--- src/rtl/store_bypass_buffer.sv ---
module store_bypass_buffer #(
  parameter int AW = 10,
  parameter int DW = 32
) (
  input  logic                        clk,
  input  logic                        rst_n,
  input  logic                        st_valid,
  input  logic                        st_local,
  input  logic [AW-1:0]               st_addr,
  input  logic [1:0]                  st_size,
  input  logic [DW-1:0]               st_data,
  input  logic                        ld_valid,
  input  logic [AW-$clog2(DW/8)-1:0]  ld_a_word,
  input  logic [DW/8-1:0]             ld_a_be,
  input  logic                        ld_b_en,
  input  logic [AW-$clog2(DW/8)-1:0]  ld_b_word,
  input  logic [DW/8-1:0]             ld_b_be,
  output logic                        ld_cancel,
  output logic                        stall,
  output logic                        mem_en,
  output logic                        mem_we,
  output logic [AW-$clog2(DW/8)-1:0]  mem_addr,
  output logic [DW/8-1:0]             mem_be,
  output logic [DW-1:0]               mem_wdata,
  output logic                        mem_b_en,
  output logic [AW-$clog2(DW/8)-1:0]  mem_b_addr,
  output logic [DW/8-1:0]             mem_b_be,
  output logic                        bus_we,
  output logic [AW-1:0]               bus_addr,
  output logic [DW/8-1:0]             bus_be,
  output logic [DW-1:0]               bus_wdata
);
  localparam int NB = DW / 8;
  localparam int OW = $clog2(NB);
  localparam int WW = AW - OW;

  logic          bv;
  logic [WW-1:0] bw;
  logic [NB-1:0] bbe;
  logic [DW-1:0] bdat;

  logic          rp;
  logic [WW-1:0] rp_aw, rp_bw;
  logic [NB-1:0] rp_abe, rp_bbe;
  logic          rp_ben;

  wire [OW-1:0] st_off  = st_addr[OW-1:0];
  wire [WW-1:0] st_word = st_addr[AW-1:OW];
  logic [NB-1:0] st_mask, st_be;
  logic [DW-1:0] st_wd;

  always_comb begin
    case (st_size)
      2'd0:    st_mask = NB'(1);
      2'd1:    st_mask = NB'(3);
      default: st_mask = '1;
    endcase
    st_be = st_mask << st_off;
    st_wd = st_data << {st_off, 3'b000};
  end

  wire          el_v   = rp | ld_valid;
  wire [WW-1:0] el_aw  = rp ? rp_aw  : ld_a_word;
  wire [NB-1:0] el_abe = rp ? rp_abe : ld_a_be;
  wire          el_ben = rp ? rp_ben : ld_b_en;
  wire [WW-1:0] el_bw  = rp ? rp_bw  : ld_b_word;
  wire [NB-1:0] el_bbe = rp ? rp_bbe : ld_b_be;

  wire es     = !rp && st_valid && st_local;
  wire bus_st = !rp && st_valid && !st_local;

  function automatic logic overlap(input logic [WW-1:0] lw, input logic [NB-1:0] lm,
                                   input logic [WW-1:0] sw, input logic [NB-1:0] sm);
    return (lw == sw) && |(lm & sm);
  endfunction

  wire hit_b = bv && (overlap(el_aw, el_abe, bw, bbe) ||
                      (el_ben && overlap(el_bw, el_bbe, bw, bbe)));
  wire hit_s = es && (overlap(el_aw, el_abe, st_word, st_be) ||
                      (el_ben && overlap(el_bw, el_bbe, st_word, st_be)));

  wire cancel   = el_v && (hit_b || hit_s || (es && bv));
  wire read     = el_v && !cancel;
  wire drain_b  = bv && (cancel || !el_v);
  wire direct_s = es && !bv && (cancel || !el_v);
  wire capture  = es && !direct_s;

  always_comb begin
    mem_en = 1'b0;
    mem_we = 1'b0;
    mem_addr = '0;
    mem_be = '0;
    mem_wdata = '0;
    mem_b_en = 1'b0;
    mem_b_addr = '0;
    mem_b_be = '0;
    if (drain_b) begin
      mem_en = 1'b1;
      mem_we = 1'b1;
      mem_addr = bw;
      mem_be = bbe;
      mem_wdata = bdat;
    end else if (direct_s) begin
      mem_en = 1'b1;
      mem_we = 1'b1;
      mem_addr = st_word;
      mem_be = st_be;
      mem_wdata = st_wd;
    end else if (read) begin
      mem_en = 1'b1;
      mem_addr = el_aw;
      mem_be = el_abe;
      mem_b_en = el_ben;
      mem_b_addr = el_ben ? el_bw : '0;
      mem_b_be = el_ben ? el_bbe : '0;
    end
  end

  always_ff @(posedge clk) begin
    if (!rst_n) begin
      bv <= 1'b0;
      bw <= '0;
      bbe <= '0;
      bdat <= '0;
    end else if (capture) begin
      bv <= 1'b1;
      bw <= st_word;
      bbe <= st_be;
      bdat <= st_wd;
    end else if (drain_b) begin
      bv <= 1'b0;
    end
  end

  always_ff @(posedge clk) begin
    if (!rst_n) begin
      rp <= 1'b0;
      rp_aw <= '0;
      rp_abe <= '0;
      rp_ben <= 1'b0;
      rp_bw <= '0;
      rp_bbe <= '0;
    end else begin
      rp <= cancel;
      if (cancel) begin
        rp_aw <= el_aw;
        rp_abe <= el_abe;
        rp_ben <= el_ben;
        rp_bw <= el_bw;
        rp_bbe <= el_bbe;
      end
    end
  end

  assign ld_cancel = cancel;
  assign stall     = rp;
  assign bus_we    = bus_st;
  assign bus_addr  = bus_st ? st_addr : '0;
  assign bus_be    = bus_st ? st_be : '0;
  assign bus_wdata = bus_st ? st_wd : '0;
endmodule

--- config.mk ---
export PLATFORM = sky130hd
export DESIGN_NAME = store_bypass_buffer
export DESIGN_NICKNAME = d
export VERILOG_FILES = /design/src/rtl/store_bypass_buffer.sv
export SDC_FILE = /design/constraint.sdc
export NUM_CORES = 1
export LEC_CHECK = 0
export ABC_CLOCK_PERIOD_IN_PS = 6160
export BUFFER_PORTS_ARGS = -buffer_cell sky130_fd_sc_hd__clkbuf_2
export CORE_UTILIZATION = 56
export CTS_CLUSTER_SIZE = 25
export DETAILED_ROUTE_END_ITERATION = 10
export GPL_ROUTABILITY_DRIVEN = 1
export GPL_TIMING_DRIVEN = 0
export PLACE_DENSITY = 0.87
export SYNTH_ARGS = -nofsm -noshare
export SYNTH_HDL_FRONTEND = slang
export SYNTH_SLANG_ARGS = --single-unit
--- constraint.sdc ---
create_clock -name clk -period 6.16 [get_ports clk]
set_clock_uncertainty 0.1 [all_clocks]
set_input_delay 1.232 -clock clk [delete_from_list [all_inputs] [get_ports clk]]
set_output_delay 1.232 -clock clk [all_outputs]
set_load 0.01 [all_outputs]
### After elaboration in Yosys (flattened, before gate mapping)

Index checks and enable logic that the tools add are counted.

* register bits: 71
* latch bits: 0
* bits in writable memories: 0
* ROM bits: 0
* output and inout port bits: 108
* memories: 0

* add/subtract/negate cells: 0
* $mul: 0
* divide/modulo/power cells: 0
* order comparisons: 0
* equality and inequality tests: 5
* shift operators: 2
* mux-type cells: 35
* bitwise operators: 5
* reductions and logical operators: 35

Operators with widths (number)
* $mux 32: 3
* $mux 8: 9
* $mux 4: 10
* $eq 8x8->1: 4
* $shl 32x5->32: 1
* $logic_and 1x1->1: 18
* $and 4x4->4: 4
* $reduce_or 4->1: 4
* $mux 1: 11
* $mux 10: 1
* $pmux 4 s2: 1
* $logic_not 1->1: 6
* $logic_or 1x1->1: 5
* $shl 4x2->4: 1
* $eq 2x1->1 const B: 1
* $logic_not 2->1: 1
* $reduce_bool 2->1: 1
* $or 1x1->1: 1

### Longest topological paths before layout

Gate-level depths: netlist (run 1).

* depth after elaboration: 17
* depth in mapped cells: 12
* mapped depth without buffers: 7

### Worst setup path after synthesis (run 1)

No wires, ideal clock.

* kind: input to output
* start point: in st_addr[0]
* end point: out mem_addr[0]
* arrival: 3.191 ns
* setup slack: 1.637 ns
* cell stages on the path: 10
* path through: or3_1 -> a32o_1 -> nor3_1 -> o31a_1 -> buf_2 -> a21o_1 -> and3_1 -> buf_6 -> buf_6 -> mux2i_1

* cells in the longest elaborated chain, start to end: 15

Ends and longest elaborated chain
* from (decl): line 9 `input logic [AW-1:0] st_addr,`
* $shl 4x2->4 *: line 58 `st_be = st_mask << st_off;`
* $and 4x4->4: line 74 `return (lw == sw) && |(lm & sm);`
* $reduce_or 4->1: line 74
* $logic_and 1x1->1: line 74
* $logic_and 1x1->1: line 80 `(el_ben && overlap(el_bw, el_bbe, st_word, st_be)));`
* $logic_or 1x1->1 *: line 79 `wire hit_s = es && (overlap(el_aw, el_abe, st_word, st_be) ||`
* $logic_and 1x1->1 *: line 79
* $logic_or 1x1->1 * (2 in series): line 82 `wire cancel = el_v && (hit_b || hit_s || (es && bv));`
* $logic_and 1x1->1 *: line 82
* $logic_not 1->1: line 83 `wire read = el_v && !cancel;`
* $logic_and 1x1->1: line 83
* $mux 8: line 109 `end else if (read) begin`
* $mux 8: line 103 `end else if (direct_s) begin`
* $mux 8 *: line 97 `if (drain_b) begin`
* to (decl): line 22 `output logic [AW-$clog2(DW/8)-1:0] mem_addr,`

Mark *: on every way between the ends. The rest lies on a longest branch, timed or not.

### Worst setup path after layout (run 1)

* start point: in st_addr[0]
* end point: out mem_be[1]

* cells in the longest elaborated chain, start to end: 15

Ends and longest elaborated chain
* $shl 4x2->4 *: line 58
* $and 4x4->4: line 74
* $reduce_or 4->1: line 74
* $logic_and 1x1->1: line 74
* $logic_and 1x1->1: line 80
* $logic_or 1x1->1: line 79
* $logic_and 1x1->1: line 79
* $logic_or 1x1->1 (2 in series): line 82
* $logic_and 1x1->1: line 82
* $logic_not 1->1: line 83
* $logic_and 1x1->1: line 83
* $mux 4: line 109
* $mux 4: line 103
* $mux 4 *: line 97
* to (decl): line 23 `output logic [DW/8-1:0] mem_be,`

Marked as above.

==> metrics.csv, run 1 <==
metric,value,unit
status,completed,
Vias per Instance,6.62,
worst slew pin tran,0.733,ns
CTS buffer count,9,
Initial Util,58.7,%
DRT Pass-1 Iters,8,
CTS tree,built,
CP Cell Sequence,clkbuf_2 -> buf_1 -> a21oi_1 -> a211o_1 -> nand4_2 -> a21o_1 -> clkbuf_1 -> nand4_1 -> o311ai_1 -> clkbuf_2,
area delta synth->final,22.7,%
IO buf count,179,
design area,6780,um^2
"Top FF cell, synth",dfxtp_1,
most frequent cells in the layout,"clkbuf_2, dfxtp_1, nand2_1, nor2_1, nand3_1",
count of state elements after synthesis,71,
Hold Path Origin,bdat[2],
Relative slew margins,49.8,%
total number of vias,6859,
Die Wd,101,um
Final Hold Viols,0,
Reg-to-Reg Start,stall,
Post-DP HPWL,16400,um
die height,101,um
worst reg2reg endpoint,rp_ben,
# rows,35,
GP Congestion,1.08,
PD cells,177,nW/um^2
Fmax,184,MHz
TNS Setup,0,ns
initial antenna violation count,1,
worst reg2reg path depth,10,
DR iter-0 viols,635,
Diodes inserted,0,
crit end category,output pin,
postcts setup bufs,0,
Gate Count Post-Synth,712,
CP Class,in -> out,
GRT busiest layer,met2,
layout cells sized above 1,26.8,%
DRC violations left,0,
slowest cell delay on critical path,0.47,ns
"area leader, netlist",dfxtp_1,
"Slew Viols, Final",0,
# resized after CTS,0,
number of synthesized flops with an enable pin,0,
total grt overflow,0,
"Clk pin slew, worst setup/hold paths",0.09,ns
VDD IR max,0.138,mV
CORE AREA,9420,um^2
post-synthesis area per instance,7.76,um^2
Placed Area,6580,um^2
met3 usage,10.4,%
post-synthesis net count,786,
CTS root buf,clkbuf_8,
worst skew pair latency,0.36,ns
area share of the largest cell type after synthesis,25.7,%
die area,10300,um^2
CP Max Fanout,10,
DR WL/cell,20.7,um
Tightest Hold Check Type,reg -> reg,
H-tree Lvls,3,
nets,976,
"delay-heaviest family, CP",buffers and inverters,
post-layout min period,5.43,ns
sequential fraction of the synthesis area,25.7,%
clock sink count,71,
GRT met1 Usage,55.8,%
"Setup violations, final",0,
Worst path most repeated cell,clkbuf_2,
vias in the first global route,6390,
Final period util,88.2,%
RSZ-0062 raised after global routing,no,
startpoint types,input port,
Yosys warnings,0,
register-to-register setup slack,2.65,ns
Bufs and invs on worst path,4,
Synth cell types,59,
Lkg Pwr,0.00294,uW
WP data required,4.83,ns
Top Ports,182,
"commonest non-fill, non-tap cell in the layout",clkbuf_2,
Critical Path AT,4.10,ns
antenna-violating nets left,0,
clk buf depth,2,
max_cap viols,0,
total power draw,1200,uW
Hold Path Stages,2,
pin count of the biggest net entering global routing,14,
Global Route Usage Sum,41.3,%
CTS Hold Bufs,0,
first-pass GRT wire length,33000,um
slowest CP cell,buf_1,
drt total wl,21400,um
WHS Endpoint,bdat[2],
met2 usage,63.3,%
Area contributors post-synth,"dfxtp_1, mux2i_1, a211oi_1",
synthesized cell area,5520,um^2
Post-synth ARST share,0,%
[flip-flops by register name, indices dropped and copies added (netlist names), 4 cells and up]
signal / cells
bbe: 4
bdat: 32
bw: 8
rp_abe: 4
rp_aw: 8
rp_bbe: 4
rp_bw: 8
[final cells by class]
| class | count | area, um^2 |
|---|---|---|
| well taps | 129 | 161 |
| multi-input cells | 551 | 3690 |
| plain buffers | 75 | 354 |
| inverters | 15 | 56.3 |
| repair buffers | 179 | 896 |
| clock buffers | 10 | 128 |
| flip-flops and latches | 71 | 1420 |
| fillers | 784 | 2640 |
| clock inverters | 6 | 70.1 |
[tightest hold or removal path, delay by kind of cell, from the launching register on]
kind             cells  cell delay (ns)
flip-flops           1             0.32
AO/OA/AOI/OAI        1             0.06
AND/OR/NAND/NOR      1             0.05
[metal layers]
metal	vias up	wire length [um]	share of wire (%)
met5	-	9	0.042
met4	2	664	3.1
met3	83	2630	12
met2	542	9430	44
met1	3210	8660	40
li1	3022	-	-
[logic make-up after synthesis]
family,Yosys count,share of synthesized area [%]
XOR/XNOR,33,5.23
flip-flops,71,25.7
multiplexers,51,10.3
AO/OA/AOI/OAI,218,29.0
buffers and inverters,90,7.43
AND/OR/NAND/NOR,249,22.3
[synth_stat cells (all sizes together) (11+ instances only)]
master   n
dfxtp   71
nand2   58
nor2    56
mux2i   46
nand3   46
clkbuf  43
a211oi  39
a21oi   36
o21ai   34
buf     32
a22o    24
and2    22
a41oi   19
o221ai  19
xor2    18
and3    15
xnor2   15
inv     14
nor3    14
nor2b   11
[worst max-delay path by stage]
stage / startpoint / endpoint / cells past startpoint
global route: st_addr[0] / mem_b_addr[3] / 11
global placement: ld_a_word[3] / mem_wdata[28] / 10
floorplan: st_addr[0] / mem_addr[0] / 10
CTS: st_addr[0] / mem_b_addr[5] / 11
detailed placement: st_addr[0] / mem_b_addr[5] / 11
finish: st_addr[0] / mem_be[1] / 10
[power breakdown]
| group | internal, uW | total (uW) | switching [uW] |
|---|---|---|---|
| registers | 475 | 489 | 13.6 |
| logic | 113 | 317 | 204 |
| clock network | 190 | 395 | 205 |
| total | 778 | 1200 | 423 |
[stage by stage]
| step | cells | setup slack, ns | hold slack [ns] | util (%) |
|---|---|---|---|---|
| 2_1_floorplan | 712 | 1.64 | 0.336 | - |
| 3_3_place_gp | 1020 | 0.943 | 0.344 | 69.9 |
| 3_5_place_dp | 1020 | 0.890 | 0.354 | 69.9 |
| 4_1_cts | 1036 | 0.878 | 0.367 | 72.0 |
| 5_1_grt | 1036 | 0.552 | 0.387 | 72.0 |
| 6_report | 1036 | 0.730 | 0.364 | 72.0 |
(Power assumes the default switching activity.)
==> inputs of run 2 (changes only) <==
- ABC_CLOCK_PERIOD_IN_PS: 6160 -> 5850
- CORE_UTILIZATION: 56 -> 52
- PLACE_DENSITY: 0.87 -> 0.82
- clock period: 6.16 -> 5.85 ns (I/O delays scaled with it)
==> metrics.csv, run 2 (synthesized netlist as in run 1, its figures left out) <==
metric,value,unit
clk buf depth,2,
vias in the first global route,6091,
postcts setup bufs,0,
Largest Register,bdat,
register-to-register setup slack,2.50,ns
CTS Hold Bufs,0,
area delta synth->final,23.4,%
Relative slew margins,49.9,%
post-layout min period,5.24,ns
"commonest non-fill, non-tap cell in the layout",clkbuf_2,
Sw Share,33.7,%
WP data required,4.58,ns
"Setup violations, final",0,
CP Cell Sequence,clkbuf_2 -> mux2i_1 -> xor2_1 -> nand4_1 -> nor4_1 -> a41oi_2 -> a31oi_2 -> buf_2 -> a22o_1 -> clkbuf_2,
Vias per Instance,6.44,
internal power,865,uW
CORE AREA,10300,um^2
TNS Setup,0,ns
Routed met1 length,7800,um
Tightest Hold Check Type,reg -> reg,
die height,105,um
DR WL/cell,18.9,um
clock sink count,71,
CTS buffer count,9,
Fillers,937,
worst slew pin tran,0.730,ns
nets,976,
initial antenna violation count,0,
Lkg Pwr,0.00296,uW
Worst path most repeated cell,clkbuf_2,
PD cells,191,nW/um^2
H-tree Lvls,3,
layout cells sized above 1,26.9,%
Placed Area,6590,um^2
switching power,440,uW
slowest CP cell,mux2i_1,
power share of the clock group,35.4,%
CTS tree,built,
VDD IR max,0.136,mV
"Slew Viols, Final",0,
worst reg2reg path depth,12,
# rows,37,
max_cap viols,0,
CTS root buf,clkbuf_8,
Initial Util,53.5,%
uppermost layer routed,met4,
max FFs per register,32,
total number of vias,6720,
most frequent cells in the layout,"clkbuf_2, dfxtp_1, nand2_1, nor2_1, nand3_1",
Top Ports,182,
Die Wd,105,um
CP Max Fanout,10,
Post-DP HPWL,14800,um
DRT Pass-1 Iters,5,
CP Capture Point,mem_wdata[26],
Global Route Usage Sum,35.4,%
DRC violations left,0,
IO buf count,179,
startpoint types,input port,
total power draw,1310,uW
die area,11000,um^2
Final WS setup,0.614,ns
Place WS,0.738,ns
DR iter-0 viols,765,
CP Class,in -> out,
Critical Path AT,3.97,ns
antenna-violating nets left,0,
crit end category,output pin,
drt total wl,19800,um
DR WL met3,2410,um
design area,6820,um^2
Fmax,191,MHz
slowest cell delay on critical path,0.53,ns
Diodes inserted,0,
pin count of the biggest net entering global routing,15,
Comb power frac,25.1,%
GP Congestion,0.933,
Sequential Power Share,39.4,%
status,completed,
"Clk pin slew, worst setup/hold paths",0.08,ns
Final Hold Viols,0,
Met2 Wirelength,8840,um
Reg-to-Reg Start,stall,
RSZ-0062 raised after global routing,no,
# resized after CTS,0,
first-pass GRT wire length,31100,um
Final period util,89.5,%
worst skew pair latency,0.37,ns
total grt overflow,0,
worst reg2reg endpoint,bdat[6],
Worst Setup SP,ld_a_word[3],
## run 2: stage by stage
step	hold slack [ns]	instances	utilization, %
floorplan	0.336	712	-
CTS	0.368	1043	66.0
finish	0.365	1043	66.0
global placement	0.348	1027	63.8
global route	0.392	1043	66.0
detailed placement	0.354	1027	63.8
## run 2: area by class of cell
cell class	count	area [um^2]	share of cell area, %
timing repair buffer	179	896	13.1
tap	136	170	2.50
sequential	71	1420	20.8
clock buffer	9	124	1.82
clock inverter	7	104	1.52
multi-input combinational	551	3690	54.2
inverter	15	56.3	0.826
buffer	75	354	5.19
## run 2: power by group through the flow
stage          clock network, uW  logic, uW  registers [uW]
3_3_place_gp                   0        314             525
6_report                     462        328             515
5_1_grt                      481        351             517
2_1_floorplan                  0        196             521
4_1_cts                      461        319             514
3_5_place_dp                   0        317             526
## run 2: critical path, delay by kind of cell
family,cells,cell delay (ns)
compound gates,3,0.99
simple gates,2,0.51
mux,1,0.53
xor+xnor,1,0.23
buf+inv,3,0.55
## run 2: worst min path at each step
stage,slack (ns),end,from,depth (start not counted)
after global placement,0.35,bdat[0],bdat[0],2
after detailed placement,0.35,bdat[12],bdat[12],2
after floorplan,0.34,bdat[0],bdat[0],2
after global routing,0.39,bdat[15],bdat[15],2
final,0.37,bdat[1],bdat[1],2
after CTS,0.37,bdat[12],bdat[12],2
## run 2: routing by layer
layer  global-route usage, %  vias up
met5                       0        -
met4                    13.4        0
met3                    7.80       69
met2                    56.1      544
met1                    46.9     3079
li1                        -     3028
==> inputs of run 3 (changes only) <==
- CORE_ASPECT_RATIO: default -> 1.1
==> metrics.csv, run 3 (synthesized netlist as in run 1, its figures left out) <==
metric,value,unit
CP Cell Sequence,clkbuf_2 -> mux2i_1 -> xor2_1 -> nand4_1 -> nor4_1 -> a41oi_2 -> a31oi_2 -> buf_2 -> a22o_1 -> clkbuf_2,
RSZ-0062 raised after global routing,no,
PD cells,202,nW/um^2
"Setup violations, final",0,
"Clk pin slew, worst setup/hold paths",0.05,ns
Fillers,962,
clk buf depth,2,
startpoint types,input port,
Largest Register,bdat,
CP Class,in -> out,
CTS root buf,clkbuf_16,
"delay-heaviest family, CP",compound AO/OA/AOI/OAI gates,
pin count of the biggest net entering global routing,12,
Worst path most repeated cell,clkbuf_2,
crit end category,output pin,
"commonest non-fill, non-tap cell in the layout",clkbuf_2,
layout cells sized above 1,26.7,%
Final Hold Viols,0,
die height,110,um
DR iter-0 viols,491,
# rows,39,
Top Ports,182,
worst slew pin tran,0.694,ns
Initial Util,53.4,%
Final period util,87.9,%
TNS Setup,0,ns
post-layout min period,5.14,ns
Final Core Density,66.6,%
total power draw,1390,uW
CTS Hold Bufs,0,
WP data required,4.58,ns
"Slew Viols, Final",0,
VDD IR max,0.121,mV
Relative slew margins,52.4,%
antenna-violating nets left,0,
register area,1420,um^2
CORE AREA,10300,um^2
H-tree Lvls,3,
Bufs and invs on worst path,3,
IO buf count,179,
CP Max Fanout,10,
total number of vias,6562,
postcts setup bufs,0,
most frequent cells in the layout,"clkbuf_2, dfxtp_1, nand2_1, nor2_1, nand3_1",
Post-DP HPWL,15100,um
clock sink count,71,
CTS buffer count,9,
max_cap viols,0,
# resized after CTS,0,
DRT Pass-1 Iters,5,
total grt overflow,0,
Die Wd,100,um
CTS tree,built,
vias in the first global route,5829,
max FFs per register,32,
worst skew pair latency,0.34,ns
GP Congestion,1.01,
nets,976,
area delta synth->final,24.7,%
DRC violations left,0,
slowest cell delay on critical path,0.52,ns
Diodes inserted,0,
Vias per Instance,6.25,
multi-input logic area,3690,um^2
Critical Path AT,3.87,ns
Fin Hold WS,0.365,ns
Tightest Hold Check Type,reg -> reg,
Global Route Usage Sum,35.7,%
DR WL/cell,18.8,um
first-pass GRT wire length,30500,um
drt total wl,19800,um
die area,11000,um^2
Lkg Pwr,0.00300,uW
status,completed,
slowest CP cell,mux2i_1,
initial antenna violation count,0,
Fmax,194,MHz
-- run 3: changes by cell type in the layout (fill, tap and decap cells not counted) --
cell | before | now
bufinv_16 | 2 | 1
clkbuf_1 | 43 | 45
clkinvlp_4 | 2 | 0
clkbuf_8 | 9 | 1
clkbuf_16 | 0 | 9
inv_6 | 2 | 0
clkinv_2 | 0 | 3
inv_8 | 1 | 0
-- run 3: worst paths after layout --
path	slack [ns]	startpoint	cells after the start	endpoint
hold reg to reg	0.36	bdat[1]	2	bdat[1]
hold / removal	0.36	bdat[1]	2	bdat[1]
setup reg to reg	2.56	stall	12	bdat[6]
setup / recovery	0.71	ld_a_word[3]	10	mem_wdata[27]
-- run 3: power by group --
part	switching (uW)	total (uW)	internal [uW]	leakage, uW
combinational	207	326	119	0.00227
sequential	13.6	515	501	0.000577
clock	214	554	340	0.000146
-- run 3: tightest hold or removal path, delay by kind of cell (launching register included) --
family / cells / cell delay, ns
compound gates: 1 / 0.06
simple gates: 1 / 0.05
flops: 1 / 0.31
-- run 3: area by class of cell --
| class | instances | share of cell area (%) |
|---|---|---|
| timing repair buffer | 179 | 13.0 |
| buffer | 75 | 5.14 |
| inverter | 15 | 0.817 |
| clock buffer | 12 | 3.58 |
| multi-input combinational | 551 | 53.6 |
| sequential | 71 | 20.6 |
| tap | 143 | 2.60 |
| clock inverter | 4 | 0.654 |
-- run 3: per-stage QoR --
| stage | area [um^2] | setup slack [ns] | cells |
|---|---|---|---|
| finish | 6890 | 0.709 | 1050 |
| detailed placement | 6600 | 0.767 | 1034 |
| global placement | 6600 | 0.782 | 1034 |
| floorplan | 5520 | 1.45 | 712 |
| CTS | 6890 | 0.744 | 1050 |
| global route | 6890 | 0.600 | 1050 |
-- run 3: metal layers --
| metal | GRT usage, % | vias up | share of wire, % | wire, um |
|---|---|---|---|---|
| met2 | 59.9 | 475 | 47 | 9230 |
| met4 | 18.2 | 0 | 4.3 | 857 |
| met1 | 43.7 | 2984 | 39 | 7620 |
| met5 | 0 | - | 0 | 0 |
| met3 | 6.62 | 67 | 10 | 2050 |
| li1 | - | 3036 | - | - |
